===== config.mk =====
export PLATFORM = sky130hd
export DESIGN_NAME = cp_handshake_seq
export DESIGN_NICKNAME = d
export VERILOG_FILES = /design/src/rtl/cp_hs_pkg.sv /design/src/rtl/cp_hs_irq_arb.sv /design/src/rtl/cp_hs_addr_unit.sv /design/src/rtl/cp_handshake_seq.sv
export SDC_FILE = /design/constraint.sdc
export NUM_CORES = 1
export LEC_CHECK = 0
export ABC_AREA = 0
export BUFFER_PORTS_ARGS = -buffer_cell sky130_fd_sc_hd__buf_2
export CAP_MARGIN = 25
export CORE_AREA = 10 10 176 178
export CTS_CLUSTER_SIZE = 10
export DETAILED_ROUTE_END_ITERATION = 8
export DIE_AREA = 0 0 186 188
export REMOVE_ABC_BUFFERS = 1
export SLEW_MARGIN = 10
export SYNTH_ARGS = -nofsm -noshare
export SYNTH_HDL_FRONTEND = slang
export SYNTH_HIERARCHICAL = 1
export SYNTH_SLANG_ARGS = --single-unit

===== constraint.sdc =====
create_clock -name clk -period 3.46 [get_ports clk]
set_clock_uncertainty 0.2 [all_clocks]
set_input_delay 0.173 -clock clk [delete_from_list [all_inputs] [get_ports clk]]
set_output_delay 0.173 -clock clk [all_outputs]
set_load 0.05 [all_outputs]

===== src/rtl/cp_hs_pkg.sv =====
package cp_hs_pkg;

  typedef enum logic [1:0] {
    RSP_ACCEPT = 2'b00,
    RSP_BUSY   = 2'b01,
    RSP_CANNOT = 2'b10,
    RSP_INC    = 2'b11
  } cp_rsp_e;

  typedef enum logic [2:0] {
    OP_TO_CP   = 3'd0,
    OP_FROM_CP = 3'd1,
    OP_DATA    = 3'd2,
    OP_LOAD    = 3'd3,
    OP_STORE   = 3'd4
  } op_e;

  typedef enum logic [2:0] {
    PH_OFFER = 3'd0,
    PH_POLL  = 3'd1,
    PH_INTR  = 3'd2,
    PH_XFER  = 3'd3,
    PH_DATA  = 3'd4
  } phase_e;

  typedef enum logic [2:0] {
    EXC_NONE   = 3'd0,
    EXC_UNDEF  = 3'd1,
    EXC_RESET  = 3'd2,
    EXC_FIQ    = 3'd3,
    EXC_IRQ    = 3'd4,
    EXC_DABORT = 3'd5,
    EXC_AABORT = 3'd6
  } exc_e;

  typedef enum logic [3:0] {
    S_IDLE, S_ISSUE, S_WAIT, S_POLL, S_NOTIFY, S_XFER, S_ICYC, S_MEM, S_FIN
  } state_e;

endpackage


===== src/rtl/cp_hs_irq_arb.sv =====
module cp_hs_irq_arb
  import cp_hs_pkg::*;
(
  input  logic       rst_req_n,
  input  logic       fiq_n,
  input  logic       irq_n,
  input  logic       f_mask,
  input  logic       i_mask,
  output logic       pending,
  output logic [2:0] code
);

  logic [2:0] req;

  assign req[0] = ~rst_req_n;
  assign req[1] = ~fiq_n & ~f_mask;
  assign req[2] = ~irq_n & ~i_mask;

  always_comb begin
    if (req[0])      code = EXC_RESET;
    else if (req[1]) code = EXC_FIQ;
    else if (req[2]) code = EXC_IRQ;
    else             code = EXC_NONE;
  end

  assign pending = |req;

  always_comb begin
    AST_RANK_FIQ_OVER_IRQ: assert (!(rst_req_n && req[1]) || code == EXC_FIQ);
  end

endmodule


===== src/rtl/cp_hs_addr_unit.sv =====
module cp_hs_addr_unit #(
  parameter int AW             = 32,
  parameter int ADDR_SPACE_BITS = 26,
  parameter int VEC_BYTES      = 32,
  parameter int WORD_BYTES     = 4
) (
  input  logic          clk,
  input  logic          rst,
  input  logic          load,
  input  logic          step,
  input  logic [AW-1:0] base_in,
  input  logic          is_store,
  output logic [AW-1:0] addr_q,
  output logic          fault
);

  localparam logic [AW-1:0] STEP_V = AW'(WORD_BYTES);
  localparam logic [AW-1:0] VEC_V  = AW'(VEC_BYTES);

  logic range_fault;

  generate
    if (ADDR_SPACE_BITS < AW) begin : g_range
      assign range_fault = |base_in[AW-1:ADDR_SPACE_BITS];
    end else begin : g_norange
      assign range_fault = 1'b0;
    end
  endgenerate

  assign fault = range_fault | (is_store & (base_in < VEC_V));

  always_ff @(posedge clk) begin
    if (rst)       addr_q <= '0;
    else if (load) addr_q <= base_in;
    else if (step) addr_q <= addr_q + STEP_V;
  end

  AST_ADDR_STEP: assert property (@(posedge clk) disable iff (rst)
    (step && !load) |=> addr_q == $past(addr_q) + STEP_V);

endmodule


===== src/rtl/cp_handshake_seq.sv =====
module cp_handshake_seq
  import cp_hs_pkg::*;
#(
  parameter int IW              = 32,
  parameter int AW              = 32,
  parameter int DW              = 32,
  parameter int FW              = 4,
  parameter int WB_BIT          = 21,
  parameter int ADDR_SPACE_BITS = 26,
  parameter int VEC_BYTES       = 32,
  parameter int WORD_BYTES      = 4
) (
  input  logic          clk,
  input  logic          rst,
  input  logic          start,
  input  logic [2:0]    op_sel,
  input  logic [IW-1:0] instr,
  input  logic [AW-1:0] base_addr,
  input  logic [AW-1:0] wb_value,
  input  logic [DW-1:0] reg_wdata,
  input  logic [FW-1:0] flags,
  input  logic          rst_req_n,
  input  logic          fiq_n,
  input  logic          irq_n,
  input  logic          f_mask,
  input  logic          i_mask,
  output logic          cp_valid,
  output logic [2:0]    cp_phase,
  output logic [IW-1:0] cp_instr,
  input  logic [1:0]    cp_resp,
  output logic [DW-1:0] cp_wdata,
  input  logic [DW-1:0] cp_rdata,
  output logic [DW-1:0] cp_ldata,
  input  logic [DW-1:0] cp_sdata,
  output logic          mem_req,
  output logic          mem_we,
  output logic [AW-1:0] mem_addr,
  output logic [DW-1:0] mem_wdata,
  input  logic [DW-1:0] mem_rdata,
  input  logic          mem_abort,
  output logic          wb_valid,
  output logic [AW-1:0] wb_data,
  output logic          rd_valid,
  output logic [DW-1:0] rd_data,
  output logic          done,
  output logic [2:0]    exc_code
);

  localparam int PAD_W = DW - FW;

  state_e        state;
  op_e           op_q;
  logic [IW-1:0] instr_q;
  logic [AW-1:0] wbv_q;
  logic [DW-1:0] wdata_q;
  logic [DW-1:0] rdata_q;
  logic [2:0]    exc_q;
  logic          rdv_q;
  logic          abort_seen;
  logic          wb_q;

  logic          irq_pend;
  logic [2:0]    irq_code;
  logic          addr_fault;
  logic          is_mem_op;
  logic          addr_load;
  logic          addr_step;
  logic [AW-1:0] addr_q;
  op_e           op_in;
  cp_rsp_e       rsp;

  assign op_in     = op_e'(op_sel);
  assign rsp       = cp_rsp_e'(cp_resp);
  assign is_mem_op = (op_in == OP_LOAD) || (op_in == OP_STORE);
  assign addr_load = (state == S_IDLE) && start;
  assign addr_step = (state == S_MEM) && (rsp == RSP_INC);

  cp_hs_irq_arb u_arb (
    .rst_req_n (rst_req_n),
    .fiq_n     (fiq_n),
    .irq_n     (irq_n),
    .f_mask    (f_mask),
    .i_mask    (i_mask),
    .pending   (irq_pend),
    .code      (irq_code)
  );

  cp_hs_addr_unit #(
    .AW              (AW),
    .ADDR_SPACE_BITS (ADDR_SPACE_BITS),
    .VEC_BYTES       (VEC_BYTES),
    .WORD_BYTES      (WORD_BYTES)
  ) u_addr (
    .clk      (clk),
    .rst      (rst),
    .load     (addr_load),
    .step     (addr_step),
    .base_in  (base_addr),
    .is_store (op_in == OP_STORE),
    .addr_q   (addr_q),
    .fault    (addr_fault)
  );

  // Offer/poll outcome, shared by S_ISSUE and S_POLL
  state_e poll_next;
  always_comb begin
    unique case (rsp)
      RSP_BUSY:   poll_next = S_WAIT;
      RSP_CANNOT: poll_next = S_FIN;
      default: begin
        unique case (op_q)
          OP_TO_CP, OP_FROM_CP: poll_next = S_XFER;
          OP_LOAD, OP_STORE:    poll_next = S_MEM;
          default:              poll_next = S_FIN;
        endcase
      end
    endcase
  end

  always_ff @(posedge clk) begin
    if (rst) begin
      state      <= S_IDLE;
      op_q       <= OP_DATA;
      instr_q    <= '0;
      wbv_q      <= '0;
      wdata_q    <= '0;
      rdata_q    <= '0;
      exc_q      <= EXC_NONE;
      rdv_q      <= 1'b0;
      abort_seen <= 1'b0;
      wb_q       <= 1'b0;
    end else begin
      wb_q <= 1'b0;
      unique case (state)
        S_IDLE: begin
          if (start) begin
            op_q       <= op_in;
            instr_q    <= instr;
            wbv_q      <= wb_value;
            wdata_q    <= reg_wdata;
            rdv_q      <= 1'b0;
            abort_seen <= 1'b0;
            if (is_mem_op && addr_fault) begin
              exc_q <= EXC_AABORT;
              state <= S_FIN;
            end else begin
              exc_q <= EXC_NONE;
              state <= S_ISSUE;
            end
          end
        end
        S_ISSUE, S_POLL: begin
          state <= poll_next;
          if (rsp == RSP_CANNOT) begin
            exc_q <= EXC_UNDEF;
            if (op_q == OP_FROM_CP) begin
              rdata_q <= {flags, {PAD_W{1'b0}}};
              rdv_q   <= 1'b1;
            end
          end
          if (poll_next == S_MEM) wb_q <= instr_q[WB_BIT];
        end
        S_WAIT: begin
          if (irq_pend) begin
            exc_q <= irq_code;
            state <= S_NOTIFY;
          end else begin
            state <= S_POLL;
          end
        end
        S_NOTIFY: state <= S_FIN;
        S_XFER: begin
          if (op_q == OP_FROM_CP) begin
            rdata_q <= cp_rdata;
            rdv_q   <= 1'b1;
            state   <= S_ICYC;
          end else begin
            state <= S_FIN;
          end
        end
        S_ICYC: state <= S_FIN;
        S_MEM: begin
          if (mem_abort) abort_seen <= 1'b1;
          if (rsp != RSP_INC) begin
            if (mem_abort || abort_seen) exc_q <= EXC_DABORT;
            state <= S_FIN;
          end
        end
        S_FIN:   state <= S_IDLE;
        default: state <= S_IDLE;
      endcase
    end
  end

  always_comb begin
    cp_valid = 1'b1;
    cp_phase = PH_OFFER;
    unique case (state)
      S_ISSUE:  cp_phase = PH_OFFER;
      S_POLL:   cp_phase = PH_POLL;
      S_NOTIFY: cp_phase = PH_INTR;
      S_XFER:   cp_phase = PH_XFER;
      S_MEM:    cp_phase = PH_DATA;
      default:  cp_valid = 1'b0;
    endcase
  end

  assign cp_instr  = instr_q;
  assign cp_wdata  = wdata_q;
  assign cp_ldata  = mem_rdata;
  assign mem_req   = (state == S_MEM);
  assign mem_we    = mem_req && (op_q == OP_STORE);
  assign mem_addr  = addr_q;
  assign mem_wdata = cp_sdata;
  assign wb_valid  = wb_q;
  assign wb_data   = wbv_q;
  assign done      = (state == S_FIN);
  assign exc_code  = exc_q;
  assign rd_valid  = done && rdv_q;
  assign rd_data   = rdata_q;

  AST_BUSY_IDLES: assert property (@(posedge clk) disable iff (rst)
    (cp_valid && (cp_phase == PH_OFFER || cp_phase == PH_POLL) && cp_resp == RSP_BUSY)
      |=> !cp_valid);
  AST_NOTIFY_ENDS: assert property (@(posedge clk) disable iff (rst)
    (cp_valid && cp_phase == PH_INTR) |=> (done && exc_code != EXC_NONE && !rd_valid));
  AST_CANNOT_UNDEF: assert property (@(posedge clk) disable iff (rst)
    (cp_valid && (cp_phase == PH_OFFER || cp_phase == PH_POLL) && cp_resp == RSP_CANNOT)
      |=> (done && exc_code == EXC_UNDEF));
  AST_WB_IN_DATA: assert property (@(posedge clk) disable iff (rst)
    wb_valid |-> (mem_req && !$past(mem_req)));
  AST_DONE_PULSE: assert property (@(posedge clk) disable iff (rst)
    done |=> !done);

endmodule


==> metrics.txt, run 1 <==
Worst slew margin 50.1%; Site Rows 61; HP Class primary input to register; Synth-to-Final Area Change 48.8%; Worst Setup Path Type register to register; Final HPWL DP 24500 um; Hold Crit Start rst_req_n; fmax 339 MHz; cell count after synthesis 975; CTS tree done; Mapped Area 7860 um^2; largest net degree at the start of global routing 91; CP max stage delay 0.66 ns; Num CTS Buffers 17; Reg clk slew, reported paths 0.08 ns; Critical Path Start Type register; initial core utilization 28.6%; Core Area 27500 um^2; post-CTS setup buffer count 0; routed length per instance 19.6 um; Reg area 3460 um^2; run status completed; Slowest-stage cell, CP dfxtp_1; top cells by area, synth dfxtp_1 (44%), nand2_1 (12%), a21oi_1 (8.6%); r2r setup slk 0.51 ns; pwr/cell area 522 nW/um^2; crit path DAT 3.08 ns; grt ovf 0; Post-synth EDFFs 0; area leader, netlist dfxtp_1; hold path depth 4; Cell variety after synth 67; worst-path fanout max 16; die width 186 um; Final Cycle Share 85.2%; vias in the first global route 8562; Final WS setup 0.513 ns; MaxCap Viol Count 0; vias 8561; clk buf depth 2; RePlAce Congestion 0.835; post_cts resized 0; register bit count reported by yosys 173; # H-tree levels 4; Crit. End Element register; Pins Over Slew Limit 0; GRT Total Usage 18.7%; Pleak 5.11 nW; Worst-Skew Late Latency 0.42 ns; DRC Markers 0; worst-margin pin slew 0.748 ns; worst setup path startpoint state[1]; Peak VDD IR 337 uV; Seq/Total Area, Yosys 44.1%; Synth Warn # 6; RSZ-0062 raised after global routing false; final WL 34500 um; Final nets 1640; global-route wire length before repair 50800 um; dominant synthesized flop cell dfxtp_1; initial antenna violation count 5; Hold Vio Cnt, Final 0; die area 35000 um^2; Synth Area per Inst 8.06 um^2; Multi-input gate area 3510 um^2; Vias/cell 4.88; asr flop ratio synth 0%; area share of the largest cell type after synthesis 44.1%; Worst Reg-to-Reg Cells 7; Chip Height 188 um; clk root buf clkbuf_16; FILL cells 2713; final core occ 42.6%; Sink Count 173; Hold Slack 0.0351 ns; PnR Total Power 6.10 mW; Final setup viols 0; reg2reg start state[1]; ANT nets after route 0; fin crit period 2.95 ns; I/O Buffers 349; Detailed Routing Iterations Pass 1 5; dpl ws 0.557 ns; layout cell share with drive strength beyond 1 28.9%; IO Count 478; CP Cell Sequence and4b_1 > nand2_1 > inv_1 > and4_1 > nand3_2 > or4_1 > a311oi_1; drt first-iter violations 450; critical path data required time 3.59 ns
## worst max-delay path: cells and delay by family (launching register included)
kind                   cells  cell delay [ns]
buffers and inverters      1             0.20
AND/OR/NAND/NOR            5             1.56
flip-flops                 1             0.66
AO/OA/AOI/OAI              1             0.26
## placed cells by master, fill, tap and decap left out, drive strengths merged, types with 4 or more instances in the layout
master,Yosys,final
inv,11,17
a31oi,6,6
nor2,38,38
nand2b,5,5
nor2b,6,6
a211oi,21,21
dlygate4sd3,0,171
clkbuf,39,18
and3,5,5
nor3,9,9
or3,10,10
ha,5,5
nand3,38,38
o221ai,4,4
nor3b,7,7
nor4,8,8
bufinv,0,4
nand2,247,247
xor2,7,7
nand4,10,10
diode,0,4
dfxtp,173,173
xnor2,5,5
nor4b,4,4
a21oi,135,135
and2,4,4
buf,94,361
o21ai,8,8
o31ai,9,9
or4,14,14
mux2i,7,7
a311oi,13,13
## logic make-up (layout without fill, tap and decap cells)
kind of cell | Yosys count | count (layout) | share of synthesized area (%)
simple gates | 419 | 419 | 25.1
other cells | 0 | 4 | 0
compound gates | 215 | 215 | 16.4
flops | 173 | 173 | 44.1
fa+ha+maj | 5 | 5 | 0.796
xor+xnor | 12 | 12 | 1.34
buf+inv | 144 | 574 | 11.4
mux | 7 | 7 | 0.891
## stage by stage
step | instances | instance area [um^2] | TNS, ns
floorplan | 842 | 7000 | -129.81
global placement | 1548 | 9310 | 0
detailed placement | 1549 | 9340 | 0
CTS | 1751 | 11700 | 0
global route | 1754 | 11700 | 0
finish | 1755 | 11700 | 0
## layout make-up
class	count	area share, %
flip-flops and latches	173	29.6
clock inverters	13	1.73
clock buffers	18	3.75
inverters	11	0.364
multi-input cells	658	30.0
repair buffers	532	30.8
well taps	346	3.70
diodes	4	0.0856
## final timing paths
kind / end
max reg2reg: u_addr/addr_q[28]
min reg2reg: rd_data[22]
min: exc_code[1]
max: u_addr/addr_q[28]
## what timing repair did
| action | 4_1_cts | 5_1_grt |
|---|---|---|
| hold buffers | 171 | 0 |
| hold endpoints to repair | 166 | 0 |
| setup endpoints to repair | 0 | 0 |
## registers in the layout (all words and copies together), names as in the netlist
signal	count
state	4
exc_code	3
op_q	3
rdv_q	1
rd_data	32
abort_seen	1
cp_instr	32
u_addr/addr_q	32
wb_data	32
cp_wdata	32
wb_valid	1
## power by group
| group | leakage (nW) | total, mW | internal [mW] | switching [mW] |
|---|---|---|---|---|
| sequential | 1.42 | 2.31 | 2.16 | 0.146 |
| combinational | 3.37 | 1.65 | 0.516 | 1.13 |
| clock | 0.318 | 2.14 | 1.25 | 0.892 |
## synth_stat cells, types with 6 or more instances
master and number:
buf_6 12, xor2_1 7, nor3_1 8, mux2i_1 7
nand2_1 246, or3_1 8, nor2_1 38, a21oi_1 135
buf_2 16, o31ai_1 9, a211oi_1 21, nand4_1 7
buf_4 65, dfxtp_1 173, nor4_1 8, nor2b_1 6
o21ai_0 7, a311oi_1 13, nor3b_1 7, or4_1 14
nand3_1 37, clkbuf_1 37, a31oi_1 6, inv_1 10
## per-layer routing
metal	up-vias	GRT usage [%]	part of all wire [%]
met2	448	26.4	41
met4	10	5.15	1.8
met5	-	5.92	0.81
met3	39	11.2	14
met1	3934	22.9	42
li1	4130	-	-
(Power assumes the default switching activity.)
==> inputs of run 2 (changes only) <==
REMOVE_ABC_BUFFERS = not set   (was 1)
==> run 2 against run 1 <==
  * Flip-flop and latch count did not move
  * Combinational power barely moved
  * Global-route usage fell by 2.2 points
  * Design area fell by 0.89%
  * Critical path depth did not move
  * Non-clock buffer count rose by 3
  * Clock power fell by 13%
  * Sequential share of layout area rose by 0.27 points
  * Maximum frequency fell by 0.25%
  * Final cell count rose by 0.11%
  * Highest routed layer is now met4
==> metrics.txt, run 2 (synthesized netlist as in run 1, its figures left out) <==
run status completed; ANT nets after route 0; Peak VDD IR 267 uV; Mapped Nets 1222; pwr/cell area 500 nW/um^2; fin crit period 2.95 ns; vias 8403; vias in the first global route 8329; WL met3 2400 um; MaxCap Viol Count 0; IO Count 478; Pleak 5.05 nW; fmax 339 MHz; die area 35000 um^2; most frequent cells in the layout buf_2 (348), nand2_1 (246), dfxtp_1 (173), dlygate4sd3_1 (173), a21oi_1 (135); Core Area 27500 um^2; initial antenna violation count 2; HP Class primary input to register; Final WS setup 0.506 ns; Setup TNS Final 0 ns; Synth-to-Final Area Change 47.5%; Reg clk slew, reported paths 0.08 ns; die width 186 um; CTS tree done; r2r setup slk 0.51 ns; Num CTS Buffers 17; crit path DAT 3.03 ns; RePlAce Congestion 0.833; Crit. End Element register; global-route wire length before repair 46500 um; Hold Slack 0.0280 ns; Site Rows 61; Worst slew margin 44.0%; clk root buf clkbuf_16; Pins Over Slew Limit 0; RSZ-0062 raised after global routing false; Final nets 1643; clk buf depth 2; Hold Vio Cnt, Final 0; GRT Total Usage 16.5%; Chip Height 188 um; grt ovf 0; Routed met2 length 14700 um; Sink Count 173; Top Metal Used met4; critical path data required time 3.54 ns; drt first-iter violations 549; dpl ws 0.490 ns; Critical Path Start Type register; Final Cycle Share 85.4%; hold_buf cts 173; final core occ 42.2%; Final setup viols 0; FILL cells 2751; routed length per instance 17.1 um; post_cts resized 0; most common cell after layout, fill and taps aside buf_2; final WL 30000 um; Worst Setup Path Type register to register; layout cell share with drive strength beyond 1 28.9%; largest net degree at the start of global routing 78; Detailed Routing Iterations Pass 1 5; post-CTS setup buffer count 0; met1 WL 12000 um; worst-path fanout max 72; # H-tree levels 4; Worst-Skew Late Latency 0.43 ns; DRC Markers 0; worst-margin pin slew 0.840 ns; Vias/cell 4.78; I/O Buffers 349; initial core utilization 28.6%; Final HPWL DP 20900 um
==> run 2: cell count changes in the layout (fill, tap and decap cells not counted), sizes merged <==
| cell | before | now |
|---|---|---|
| bufinv | 4 | 0 |
| clkbuf | 18 | 20 |
| inv | 17 | 16 |
| clkinvlp | 0 | 4 |
| buf | 361 | 362 |
| diode | 4 | 2 |
| dlygate4sd3 | 171 | 173 |
==> run 2: metrics by stage <==
| step | cell area [um^2] | instances | total power [mW] |
|---|---|---|---|
| after floorplan | 7860 | 975 | 3.62 |
| after global placement | 9300 | 1550 | 3.81 |
| after detailed placement | 9300 | 1550 | 3.82 |
| after CTS | 11600 | 1755 | 5.87 |
| after global routing | 11600 | 1757 | 6.09 |
| final | 11600 | 1757 | 5.80 |
==> run 2: layout make-up <==
cell class              count  area (um^2)  share of cell area, %
diodes                      2         5.00                 0.0432
clock inverters            12          103                  0.885
repair buffers            535         3580                   30.9
well taps                 346          433                   3.73
clock buffers              20          457                   3.94
inverters                  11         43.8                  0.378
multi-input cells         658         3510                   30.3
flip-flops and latches    173         3460                   29.9
==> run 2: critical path: stages (launching register included) <==
cell	delay, ns
dfxtp_1	0.47
or4_1	0.61
or2_4	0.39
inv_4	0.11
buf_4	0.60
nor3_1	0.11
a21oi_1	0.16
o221ai_1	0.14
==> run 2: where the power goes <==
group | internal, mW | total (mW) | switching [mW]
clock network | 0.977 | 1.87 | 0.890
registers | 2.16 | 2.31 | 0.148
logic | 0.502 | 1.62 | 1.12
total | 3.64 | 5.80 | 2.16
==> run 2: final timing paths <==
kind                                 start  depth (start not counted)           endpoint
worst max-delay path              state[2]                          7  u_addr/addr_q[30]
worst min-delay path                 fiq_n                          4        exc_code[0]
worst max register to register    state[2]                          7  u_addr/addr_q[30]
worst min register to register  rd_data[4]                          2         rd_data[4]
==> run 2: metal layers <==
layer  GRT usage [%]  up-vias
met5               0        -
met4            6.51        0
met3            5.10       61
met2            28.1      329
met1            18.8     3872
li1                -     4141
==> inputs of run 3 (changes only) <==
CELL_PAD_IN_SITES_DETAIL_PLACEMENT = 1   (was not set)
CELL_PAD_IN_SITES_GLOBAL_PLACEMENT = 1   (was not set)
CORE_AREA = 10 10 178 180   (was 10 10 176 178)
DIE_AREA = 0 0 188 190   (was 0 0 186 188)
PLACE_DENSITY_LB_ADDON = 0.1   (was not set)
==> run 3 against run 2 <==
  * Worst hold slack improved by 0.00057 ns
  * Sequential share of layout area decreased by 1.2 points
  * Core utilization increased by 0.58 points
  * Clock power increased by 4%
  * Via count increased by 3.3%
  * Largest cell class unchanged
==> metrics.txt, run 3 (synthesized netlist as in run 1, its figures left out) <==
ANT nets after route 0; Hold Vio Cnt, Final 0; Final setup viols 0; DRC Markers 0; I/O Buffers 349; Peak VDD IR 245 uV; clk root buf clkbuf_16; # H-tree levels 4; Synth-to-Final Area Change 53.7%; most frequent cells in the layout buf_2 (348), nand2_1 (246), dlygate4sd3_1 (206); Pleak 5.33 nW; drt first-iter violations 331; RePlAce Congestion 0.737; MaxCap Viol Count 0; Pins Over Slew Limit 0; Worst slew margin 48.0%; final WL 34600 um; Mapped Nets 1222; Worst-Skew Late Latency 0.43 ns; IO Count 478; Critical Path Start Type register; Num CTS Buffers 17; critical path data required time 3.63 ns; worst-path fanout max 42; run status completed; Site Rows 62; final instance area 12100 um^2; Final Cycle Share 90.0%; Setup TNS Final 0 ns; clk buf depth 2; RSZ-0062 raised after global routing false; layout cell share with drive strength beyond 1 28.5%; vias in the first global route 9327; GRT Total Usage 18.7%; Detailed Routing Iterations Pass 1 4; vias 8677; die area 35700 um^2; Worst Setup Path Type register to register; Reg clk slew, reported paths 0.08 ns; fmax 321 MHz; worst-margin pin slew 0.780 ns; PnR Total Power 5.97 mW; pwr/cell area 494 nW/um^2; HP Class primary input to register; Chip Height 190 um; r2r setup slk 0.34 ns; fin crit period 3.12 ns; routed length per instance 18.9 um; most common cell after layout, fill and taps aside buf_2; Vias/cell 4.73; dpl ws 0.502 ns; Final nets 1681; Core Area 28200 um^2; Sink Count 173; Final WS setup 0.345 ns; die width 188 um; DP Area 9390 um^2; global-route wire length before repair 54100 um; initial antenna violation count 3; Crit. End Element register; largest net degree at the start of global routing 94; CTS tree done; final core occ 42.8%; initial core utilization 27.8%; grt ovf 0; Final HPWL DP 23700 um; crit path DAT 3.29 ns
## run 3: changes by cell type in the layout (fill, tap and decap cells not counted), sizes merged
cell / delta
dlygate4sd3: +33
buf: +5
clkinvlp: -4
inv: +3
clkinv: +2
clkbuf: -1
## run 3: worst paths after layout
kind / cells after the start / endpoint / startpoint
setup / recovery: 7 / cp_wdata[27] / state[3]
hold / removal: 2 / u_addr/addr_q[30] / rst
setup reg to reg: 7 / cp_wdata[27] / state[3]
hold reg to reg: 2 / rd_data[1] / rd_data[1]
## run 3: final cells by class
type | count | area [um^2]
Antenna cell | 2 | 5.00
Clock buffer | 19 | 453
Clock inverter | 13 | 139
Fill cell | 3487 | 16200
Inverter | 11 | 43.8
Multi-Input combinational cell | 658 | 3510
Sequential cell | 173 | 3460
Tap cell | 384 | 480
Timing Repair Buffer | 573 | 3990
## run 3: worst max-delay path: stages, from the launching register on
cell and delay (ns):
dfxtp_1 0.44, or4_1 0.63, or2_4 0.32, inv_4 0.21
buf_6 0.34, nand2_1 0.15, a21oi_1 0.16, dlygate4sd3_1 0.57
## run 3: what timing repair did
action                                  in CTS  in global routing
hold buffers                               206                  0
endpoints found under the setup margin       0                  1
gates resized for setup                      0                  1
setup buffers                                0                  0
endpoints found under the hold margin      166                  0
## run 3: metal layers
| metal | part of all wire [%] | global-route usage, % | vias up |
|---|---|---|---|
| met2 | 49 | 32.0 | 277 |
| met3 | 6.4 | 5.88 | 40 |
| met1 | 43 | 22.2 | 4128 |
| met5 | 0.023 | 0 | - |
| met4 | 1.7 | 4.98 | 2 |
| li1 | - | - | 4230 |
## run 3: per-stage QoR
stage | cells | hold slack [ns]
final | 1833 | 0.0286
after global routing | 1833 | 0.0314
after CTS | 1830 | 0.00621
after detailed placement | 1592 | 0.146
after global placement | 1592 | 0.146
after floorplan | 975 | 0.0973
## run 3: report_power, final
part           switching [mW]  total (mW)  internal, mW
Sequential              0.141        2.30          2.16
Clock                   0.945        1.95          1.01
Combinational            1.17        1.71         0.546
Total                    2.25        5.97          3.72
